[src/rtl/rtg_pkg.sv]
package rtg_pkg;
  parameter int HW        = 12;
  parameter int VW        = 11;
  parameter int DW        = 32;
  parameter int AW        = 3;
  parameter int HI_LSB    = 16;
  parameter int HSYNC_MIN = 8;
  parameter int HSYNC_GAP = 8;

  typedef enum logic [AW-1:0] {
    A_HSIZE  = 3'd0,
    A_HBLANK = 3'd1,
    A_HSYNC  = 3'd2,
    A_VSIZE  = 3'd3,
    A_VBLANK = 3'd4,
    A_VSYNC  = 3'd5,
    A_PANEL  = 3'd6
  } rtg_addr_e;

  typedef struct packed {
    logic [HW-1:0] h_act;
    logic [HW-1:0] h_tot;
    logic [HW-1:0] hb_s;
    logic [HW-1:0] hb_e;
    logic [HW-1:0] hs_s;
    logic [HW-1:0] hs_e;
    logic [VW-1:0] v_act;
    logic [VW-1:0] v_tot;
    logic [VW-1:0] vb_s;
    logic [VW-1:0] vb_e;
    logic [VW-1:0] vs_s;
    logic [VW-1:0] vs_e;
    logic [VW-1:0] panel;
    logic          il;
  } rtg_cfg_t;
endpackage

[src/rtl/rtg_regs.sv]
module rtg_regs
  import rtg_pkg::*;
(
  input  logic          clk,
  input  logic          rst_n,
  input  logic          wr_en,
  input  logic [AW-1:0] wr_addr,
  input  logic [DW-1:0] wr_data,
  input  logic          load,
  output rtg_cfg_t      cfg_act
);
  rtg_cfg_t pend_q, pend_d, act_d;
  logic [HW-1:0] h_lo, h_hi;
  logic [VW-1:0] v_lo, v_hi;

  always_comb begin
    h_lo   = wr_data[HW-1:0];
    h_hi   = wr_data[HI_LSB +: HW];
    v_lo   = wr_data[VW-1:0];
    v_hi   = wr_data[HI_LSB +: VW];
    pend_d = pend_q;
    if (wr_en) begin
      case (wr_addr)
        A_HSIZE:  begin pend_d.h_act = h_lo; pend_d.h_tot = h_hi; end
        A_HBLANK: begin pend_d.hb_s  = h_lo; pend_d.hb_e  = h_hi; end
        A_HSYNC:  begin pend_d.hs_s  = h_lo; pend_d.hs_e  = h_hi; end
        A_VSIZE:  begin pend_d.v_act = v_lo; pend_d.v_tot = v_hi; end
        A_VBLANK: begin pend_d.vb_s  = v_lo; pend_d.vb_e  = v_hi; end
        A_VSYNC:  begin pend_d.vs_s  = v_lo; pend_d.vs_e  = v_hi; end
        A_PANEL:  begin pend_d.panel = v_lo; pend_d.il    = wr_data[HI_LSB]; end
        default:  ;
      endcase
    end
    act_d = load ? pend_q : cfg_act;
  end

  always_ff @(posedge clk or negedge rst_n) begin
    if (!rst_n) begin
      pend_q  <= '0;
      cfg_act <= '0;
    end else begin
      pend_q  <= pend_d;
      cfg_act <= act_d;
    end
  end
endmodule

[src/rtl/rtg_counters.sv]
module rtg_counters
  import rtg_pkg::*;
(
  input  logic          clk,
  input  logic          rst_n,
  input  rtg_cfg_t      cfg,
  output logic [HW-1:0] hcnt,
  output logic [VW-1:0] vcnt,
  output logic          field,
  output logic          frame_end
);
  logic          line_end;
  logic [HW-1:0] hcnt_d;
  logic [VW-1:0] vcnt_d;
  logic          field_d;

  always_comb begin
    line_end  = (hcnt >= cfg.h_tot);
    frame_end = line_end && (vcnt >= cfg.v_tot);
    hcnt_d    = line_end ? '0 : hcnt + 1'b1;
    vcnt_d    = (vcnt >= cfg.v_tot) ? '0 : vcnt + 1'b1;
    field_d   = cfg.il ? ~field : 1'b0;
  end

  always_ff @(posedge clk or negedge rst_n) begin
    if (!rst_n) begin
      hcnt  <= '0;
      vcnt  <= '0;
      field <= 1'b0;
    end else begin
      hcnt <= hcnt_d;
      if (line_end)  vcnt  <= vcnt_d;
      if (frame_end) field <= field_d;
    end
  end
endmodule

[src/rtl/rtg_decode.sv]
module rtg_decode
  import rtg_pkg::*;
(
  input  rtg_cfg_t      cfg,
  input  logic [HW-1:0] hcnt,
  input  logic [VW-1:0] vcnt,
  input  logic          field,
  output logic          hsync,
  output logic          vsync,
  output logic          blank,
  output logic          de,
  output logic          cfg_invalid
);
  localparam logic [HW:0] MIN_W = HSYNC_MIN[HW:0];
  localparam logic [HW:0] GAP_W = HSYNC_GAP[HW:0];
  localparam logic [HW:0] ONE_H = {{HW{1'b0}}, 1'b1};
  localparam logic [VW:0] ONE_V = {{VW{1'b0}}, 1'b1};

  logic [VW-1:0] adj, vbs_c, vbe_c, vss_c, vse_c;
  logic [HW:0]   half, shift, h_ext;
  logic [VW:0]   on_line, off_line, v_ext;
  logic          hblank, vblank, past_on, past_off;
  logic          bad_width, bad_gap, bad_size, bad_parity;

  always_comb begin
    adj   = (cfg.panel > cfg.v_act) ? ((cfg.panel - cfg.v_act) >> 1) : '0;
    vbs_c = cfg.vb_s - adj;
    vbe_c = cfg.vb_e - adj;
    vss_c = cfg.vs_s - adj;
    vse_c = cfg.vs_e - adj;

    hblank = (hcnt > cfg.hb_s) && (hcnt <= cfg.hb_e);
    vblank = (vcnt > vbs_c) && (vcnt <= vbe_c);
    blank  = hblank || vblank;
    hsync  = (hcnt > cfg.hs_s) && (hcnt <= cfg.hs_e);
    de     = (hcnt <= cfg.h_act) && (vcnt <= cfg.v_act);

    half     = ({1'b0, cfg.h_tot} + ONE_H) >> 1;
    shift    = (field && cfg.il) ? half : '0;
    h_ext    = {1'b0, hcnt};
    v_ext    = {1'b0, vcnt};
    on_line  = {1'b0, vss_c} + ONE_V;
    off_line = {1'b0, vse_c} + ONE_V;
    past_on  = (v_ext > on_line)  || ((v_ext == on_line)  && (h_ext >= shift));
    past_off = (v_ext > off_line) || ((v_ext == off_line) && (h_ext >= shift));
    vsync    = past_on && !past_off;

    bad_width   = ({1'b0, cfg.hs_e} < ({1'b0, cfg.hs_s} + MIN_W));
    bad_gap     = ({1'b0, cfg.hs_s} < ({1'b0, cfg.hb_s} + GAP_W));
    bad_size    = (cfg.v_act >= cfg.v_tot);
    bad_parity  = cfg.il && (cfg.v_tot[0] || !cfg.v_act[0]);
    cfg_invalid = bad_width || bad_gap || bad_size || bad_parity;
  end
endmodule

[src/rtl/raster_timing_gen.sv]
module raster_timing_gen
  import rtg_pkg::*;
(
  input  logic          clk,
  input  logic          rst_n,
  input  logic          wr_en,
  input  logic [AW-1:0] wr_addr,
  input  logic [DW-1:0] wr_data,
  output logic [HW-1:0] hcnt,
  output logic [VW-1:0] vcnt,
  output logic          hsync,
  output logic          vsync,
  output logic          blank,
  output logic          de,
  output logic          frame_start,
  output logic          field,
  output logic          cfg_invalid
);
  rtg_cfg_t cfg_act;
  logic     frame_end;

  rtg_regs u_regs (
    .clk     (clk),
    .rst_n   (rst_n),
    .wr_en   (wr_en),
    .wr_addr (wr_addr),
    .wr_data (wr_data),
    .load    (frame_end),
    .cfg_act (cfg_act)
  );

  rtg_counters u_cnt (
    .clk       (clk),
    .rst_n     (rst_n),
    .cfg       (cfg_act),
    .hcnt      (hcnt),
    .vcnt      (vcnt),
    .field     (field),
    .frame_end (frame_end)
  );

  rtg_decode u_dec (
    .cfg         (cfg_act),
    .hcnt        (hcnt),
    .vcnt        (vcnt),
    .field       (field),
    .hsync       (hsync),
    .vsync       (vsync),
    .blank       (blank),
    .de          (de),
    .cfg_invalid (cfg_invalid)
  );

  assign frame_start = (hcnt == '0) && (vcnt == '0);
endmodule

[config.mk]
export PLATFORM = sky130hd
export DESIGN_NAME = raster_timing_gen
export DESIGN_NICKNAME = d
export VERILOG_FILES = /design/src/rtl/rtg_pkg.sv /design/src/rtl/rtg_regs.sv /design/src/rtl/rtg_counters.sv /design/src/rtl/rtg_decode.sv /design/src/rtl/raster_timing_gen.sv
export SDC_FILE = /design/constraint.sdc
export NUM_CORES = 1
export LEC_CHECK = 0
export BUFFER_PORTS_ARGS = -buffer_cell sky130_fd_sc_hd__buf_2
export CAP_MARGIN = 20
export CORE_UTILIZATION = 25
export CTS_BUF_LIST = sky130_fd_sc_hd__clkbuf_8 sky130_fd_sc_hd__clkbuf_16
export DETAILED_ROUTE_END_ITERATION = 8
export HOLD_SLACK_MARGIN = 0.08
export PLACE_DENSITY = 0.44
export SYNTH_ARGS = -nofsm -noshare
export SYNTH_HDL_FRONTEND = slang
export SYNTH_HIERARCHICAL = 1
export SYNTH_SLANG_ARGS = --single-unit
[constraint.sdc]
create_clock -name clk -period 9.9 [get_ports clk]
set_clock_uncertainty 0.05 [all_clocks]
set_input_delay 1.485 -clock clk [delete_from_list [all_inputs] [get_ports clk]]
set_output_delay 1.485 -clock clk [all_outputs]
set_load 0.02 [all_outputs]
==> results.md, run 1 <==
- Result of the run: complete, no violations
- Area share of the leading cell type in the synthesized netlist: 40.4%
- Initial cell density of the core: 25.3%
- Vert. Die Dim: around 290 µm
- CP arrival: 7080 ps
- Count of cells along the worst hold path: 1
- Max transition margin: between 15 and 20%
- Critical Path Start: u_regs/cfg_act[67]
- Pin count of the biggest net entering global routing: 159
- Post-layout utilization of the core: between 20 and 30%
- Number of instances resized during post-cts repair: 0
- Post-Synthesis Net Count: 2060
- Top cell type by total area after synthesis: dfrtp_1
- Inserted Clock Buffers: 38
- Post-Syn Instances: 1775
- Number of enable-type register cells in the synthesized netlist: 0
- Initial antenna violation count: 6
- Core Rows: 103
- Critical path fanouts, max: 9
- Vias post-DR: ~14000
- Final hold violation count: 0
- Final HPWL from detailed placement: 40500 µm
- Cells taking the most area after synthesis: dfrtp_1, mux2_2, ha_1
- Post-route clock period utilization: about 87%
- TritonCTS clock tree: yes
- Proportion of synthesized flip-flops having asynchronous set or reset: 100%
- Clock-pin slew on the worst setup and hold paths: 70 ps
- Post-CTS repair timing setup buffer count: 0
- Final Net Count: ~2100
- H-tree levels: 2
- Count of hold buffers inserted by post-cts repair: 0
- Total track usage: between 10% and 20%
- Clk sinks: 324
- Remaining routing DRC violations: 0
- Slack of the worst reg-to-reg path: 5690 ps
- Dominant synthesized flop cell: dfrtp_1
- Setup repair after global routing missed its margin: no
- Vias in the first global route: approximately 14000
- Root buffer cell: clkbuf_16
- End point of the critical path: vsync
- Library cell with the highest instance count after synthesis: dfrtp_1
- DR vias/cell: 4.74
- CP startpoint kind: flip-flop
- Cell variety after synth: about 90
- Flops & latches, synth: 324
- Number of synthesis warnings: 6
- F_max: 116 MHz
- Core region area: roughly 80000 µm²
- Number of buffers between clock root and the deepest sink: 3
- Boundary pin count: ~70
- Type of the most critical hold path: reg -> reg
- DRT iter0 DRCs: 877
- Commonest cells post-synth: dfrtp_1, mux2_2, ha_1
- Total detailed-routing wirelength: 57200 µm
- Final Critical Period: around 8600 ps
- Later-pin clock latency in the skew report: 570 ps
- Drt pass-1 iters: 5
- Worst reg2reg path startpoint: u_cnt/hcnt[2]
- Transition time at the pin with the least slew margin: 1240 ps
- Congestion Overflow GR: 0
- Detail-routed net length per standard cell: 19.5 µm
- Global-route wire length before repair: 87700 µm
- Share of synthesized area occupied by flip-flops and latches: 40.4%
- Worst Setup Path Type: reg -> out
- Area grow syn2layout: 13.9%
- Setup violation total in the final timing report: 0
- Reg2reg end: u_regs/cfg_act[90]
- Category of the worst setup path capture point: output pin
- Port Buffers: 59
- Aggregate negative setup slack: 0 ps
- Worst hold start: u_regs/pend_q[36]
- Die extent in x: 285 µm
- Avg Synthesized Cell Area: roughly 11 µm²
- Fin. max-slew vios: 0
- Worst-case reg-to-reg path depth: 9
- Antenna-violating nets left: 0
- Max capacitance violation total: 0
- DIE AREA: around 81000 µm²
- Cell Area, Synth: 20000 µm²
- Weighted congestion reported at the end of routability-driven placement: around 0.83
- WP data required: 8370 ps
- Share of layout cells above drive strength 1: 24.9%
-- logic make-up after synthesis --
family          synth area share [%]
compound gates                  9.32
xor+xnor                        3.54
fa+ha+maj                       15.6
buf+inv                         3.89
flops                           40.4
mux                             17.1
simple gates                    10.1
-- state kept, by name, indices dropped and copies added, names as in the netlist --
name,cells
u_cnt/field,1
u_cnt/hcnt,12
u_cnt/vcnt,11
u_regs/cfg_act,150
u_regs/pend_q,150
-- through the flow --
step	std cells	instance area [µm²]	hold WS (ps)	setup WS, ps
after floorplan	1775	20000	402	3320
after global placement	2866	21600	415	1950
after detailed placement	2866	21600	423	1940
after CTS	2933	22800	437	1290
after global routing	2935	22800	448	927
final	2936	22800	432	1290
-- area by class of cell --
class	count	area [µm²]
antenna	2	5.00
clock buffer	46	1070
clock inverter	21	139
fill	8218	56300
inverter	146	548
multi-input combinational	1267	11200
sequential	324	8110
tap	1050	1310
timing repair buffer	80	488
-- worst min path at each step --
stage	endpoint	slack, ps
2_1_floorplan	u_regs/pend_q[36]	400
3_3_place_gp	u_regs/pend_q[130]	410
3_5_place_dp	u_regs/pend_q[130]	420
4_1_cts	u_regs/pend_q[130]	440
5_1_grt	u_regs/pend_q[36]	450
6_report	u_regs/pend_q[36]	430
-- placed cells by master (no fill, tap or decap), types with 10 or more instances in the layout --
| cell type | synthesis | final |
|---|---|---|
| o21ai_0 | 59 | 58 |
| inv_1 | 145 | 153 |
| clkbuf_16 | 0 | 39 |
| nand2_1 | 61 | 61 |
| a21o_1 | 45 | 45 |
| nand4_1 | 38 | 38 |
| ha_1 | 242 | 242 |
| nor4_1 | 10 | 10 |
| a21oi_1 | 60 | 60 |
| o21a_1 | 15 | 15 |
| mux2_2 | 296 | 296 |
| nor2_1 | 56 | 55 |
| xor2_1 | 28 | 28 |
| and3_1 | 22 | 22 |
| dfrtp_1 | 324 | 324 |
| nand2b_1 | 19 | 19 |
| nand3_1 | 51 | 51 |
| a211oi_1 | 10 | 10 |
| nor2b_1 | 27 | 27 |
| xnor2_1 | 53 | 53 |
| nor3_1 | 18 | 18 |
| buf_2 | 23 | 58 |
| buf_4 | 2 | 19 |
-- layer usage --
metal	up-vias	global-route usage [%]	part of all wire, %
li1	6630	-	-
met1	6972	18.5	46
met4	10	4.77	3.1
met2	224	23.4	47
met3	83	2.46	3.8
met5	-	0	0.11
-- worst max-delay path: stages (launching register included) --
cell,delay [ps]
dfrtp_1,470
ha_1,220
inv_1,60
fa_1,400
a21o_1,190
a21oi_1,210
nor2b_1,80
o21a_1,180
o41ai_1,640
mux2i_1,170
o21ai_1,890
ha_1,470
nor4b_1,180
a2111oi_0,290
and3_1,320
and3b_1,220
xor2_1,140
ha_1,290
and4_1,190
nand4_1,130
nor2_1,110
o21ai_0,100
o311ai_2,120
o211a_1,230
buf_2,180
Power of run 1 is left out: the tool's default activity adds up to more than one toggle a clock period on the data nets, which glitch-free logic cannot reach.
==> run 2, diff against run 1 <==
--- a/config.mk
+++ b/config.mk
@@ -11,8 +11,8 @@
 export CTS_BUF_LIST = sky130_fd_sc_hd__clkbuf_8 sky130_fd_sc_hd__clkbuf_16
 export DETAILED_ROUTE_END_ITERATION = 8
 export HOLD_SLACK_MARGIN = 0.08
+export MAX_ROUTING_LAYER = met4
 export PLACE_DENSITY = 0.44
 export SYNTH_ARGS = -nofsm -noshare
 export SYNTH_HDL_FRONTEND = slang
-export SYNTH_HIERARCHICAL = 1
 export SYNTH_SLANG_ARGS = --single-unit
==> results.md, run 2 <==
- Total track usage: 14.2%
- Count of cells along the worst hold path: 1
- Pin count of the biggest net entering global routing: 83
- Final hold violation count: 0
- Boundary pin count: 68
- Fin. max-slew vios: 0
- Post-Syn Instances: between 1500 and 2000
- Result of the run: complete, no violations
- Count of hold buffers inserted by post-cts repair: 0
- Worst path top cell family by delay: compound AO/OA/AOI/OAI gates
- Number of fillers in the final layout: 8096
- Later-pin clock latency in the skew report: 570 ps
- Slack of the worst reg-to-reg path: 5300 ps
- F_max: 120 MHz
- Core Rows: 103
- Transition time at the pin with the least slew margin: 1080 ps
- Setup repair after global routing missed its margin: no
- Worst Path Buf+Inv: 2
- CP max stage cell: nor4_1
- Number of enable-type register cells in the synthesized netlist: 0
- Top cell type by total area after synthesis: dfrtp_1
- Area share of the leading cell type in the synthesized netlist: 40.7%
- Global-route wire length before repair: 85400 µm
- Total detailed-routing wirelength: 55100 µm
- Post-route clock period utilization: 84.5%
- CP startpoint kind: flip-flop
- Share of synthesized area occupied by flip-flops and latches: 40.7%
- Die extent in x: 284 µm
- Detail-routed net length per standard cell: 18.9 µm
- Number of buffers between clock root and the deepest sink: 3
- Max transition margin: 27.6%
- Most frequent cells in the layout: dfrtp_1, ha_1, mux2_2
- Remaining routing DRC violations: 0
- Dominant synthesized flop cell: dfrtp_1
- Clock-pin slew on the worst setup and hold paths: 60 ps
- Cells traversed along the worst timing path: inv_1, ha_1, nor2b_1, o21ai_0, a21boi_1, o21a_1, o31a_1, a41o_1, nand3_1, fa_1, a21oi_1, o21bai_1, xnor2_1, nor4_1, nand2_1, xnor2_1, ha_1, nand4_1, or3_1, a31oi_1, o22ai_1, a211oi_1, buf_2
- Setup violation total in the final timing report: 0
- Most common cell after layout, fill and taps aside: dfrtp_1
- Final Net Count: 2126
- DIE AREA: 80900 µm²
- Endpoint of the worst hold path: u_regs.cfg_act[5]
- Worst hold start: u_regs.pend_q[5]
- Reg2reg end: u_regs.cfg_act[9]
- Clk sinks: 324
- Library cell with the highest instance count after synthesis: dfrtp_1
- Number of instances resized during post-cts repair: 0
- Avg Synthesized Cell Area: approximately 11 µm²
- Largest registers in the final layout: u_regs.cfg_act x150, u_regs.pend_q x150, u_cnt.hcnt x12
- Area grow syn2layout: 14.2%
- Post-Synthesis Net Count: around 2000
- Final Critical Period: 8370 ps
- Number of synthesis warnings: 0
- Cell Area, Synth: ~20000 µm²
- Share of layout cells above drive strength 1: 20.0%
- TritonCTS clock tree: yes
- DRT iter0 DRCs: about 650
- Vert. Die Dim: between 200 and 300 µm
- Weighted congestion reported at the end of routability-driven placement: 0.864
- Worst-case reg-to-reg path depth: 11
- H-tree levels: 2
- Register Area: 8110 µm²
- Flops & latches, synth: 324
- Worst Setup Path Type: reg -> out
- CP arrival: 6830 ps
- Antenna-violating nets left: 0
- Vias post-DR: 13456
- Proportion of synthesized flip-flops having asynchronous set or reset: 100%
- Core region area: 79000 µm²
- Vias in the first global route: 13821
- Commonest cells post-synth: dfrtp_1, ha_1, mux2_2
- Final HPWL from detailed placement: 38900 µm
- Category of the worst setup path capture point: output pin
- Root buffer cell: clkbuf_16
- Max capacitance violation total: 0
- Area occupied by multi-input gates: roughly 11000 µm²
- Worst reg2reg path startpoint: u_cnt.hcnt[0]
- Critical path's largest stage delay: ~690 ps
- Cell variety after synth: 74
- Initial cell density of the core: 25.2%
- Port Buffers: 59
- Drt pass-1 iters: 5
- Cells taking the most area after synthesis: dfrtp_1, ha_1, mux2_2
- Critical path fanouts, max: 11
- Congestion Overflow GR: 0
- Type of the most critical hold path: reg -> reg
- Post-CTS repair timing setup buffer count: 0
- Aggregate negative setup slack: 0 ps
- DR vias/cell: roughly 4.6
- Inserted Clock Buffers: 38
- Initial antenna violation count: 2
- WP data required: 8370 ps
==> run 2: kinds of logic (layout without fill, tap and decap cells) <==
kind of cell | Yosys count | after routing | synth area share (%)
buffers and inverters | 180 | 289 | 4.30
and+or+nand+nor | 343 | 343 | 9.20
xor gates and xnor gates | 82 | 82 | 3.60
DFF | 324 | 324 | 40.7
AOI/OAI and AO/OA | 275 | 275 | 9.22
other | 0 | 2 | 0
muxes | 305 | 305 | 17.2
adders and majority gates | 249 | 249 | 15.8
==> run 2: worst register-to-register path: stages (launching register included) <==
cell	delay, ps
dfrtp_1	460
inv_1	400
ha_1	310
nand2b_1	140
a211oi_1	240
o21bai_1	150
a2111oi_2	410
o21bai_2	110
buf_4	230
nand2_8	590
buf_4	920
mux2_2	460
==> run 2: how the worst max path moves through the flow <==
stage                        from  endpoint  slack (ps)  cells after the start
3_3_place_gp   u_regs.cfg_act[68]     blank        1990                     25
2_1_floorplan  u_regs.cfg_act[68]     vsync        2950                     23
6_report       u_regs.cfg_act[68]     vsync        1530                     23
3_5_place_dp   u_regs.cfg_act[68]     blank        2070                     25
4_1_cts        u_regs.cfg_act[68]     blank        1450                     25
5_1_grt        u_regs.cfg_act[68]     blank         880                     25
==> run 2: final cells by class <==
class	count	share of cell area, %
Inverter	140	2.31
Clock buffer	44	4.59
Tap cell	1050	5.77
Clock inverter	24	1.31
Timing Repair Buffer	81	2.07
Multi-Input combinational cell	1254	48.3
Antenna cell	2	0.0220
Sequential cell	324	35.6
==> run 2: stage by stage <==
stage | worst slack, ps | area [µm²] | utilization [%] | instances | hold WS, ps
after CTS | 1450 | 22800 | 28.8 | 2917 | 427
after floorplan | 2950 | 19900 | - | 1758 | 402
after global routing | 884 | 22800 | 28.8 | 2919 | 438
after global placement | 1990 | 21400 | 27.1 | 2849 | 410
after detailed placement | 2070 | 21400 | 27.1 | 2849 | 415
final | 1530 | 22800 | 28.8 | 2919 | 425
==> run 2: metal layers <==
layer | global-route usage [%] | share of wire [%] | wire [µm]
met5 | - | 0 | 0
met1 | 18.4 | 47 | 26100
met4 | 4.22 | 2.8 | 1540
met2 | 22.7 | 47 | 25900
met3 | 2.20 | 2.9 | 1570
Power of run 2 is left out for the same reason.
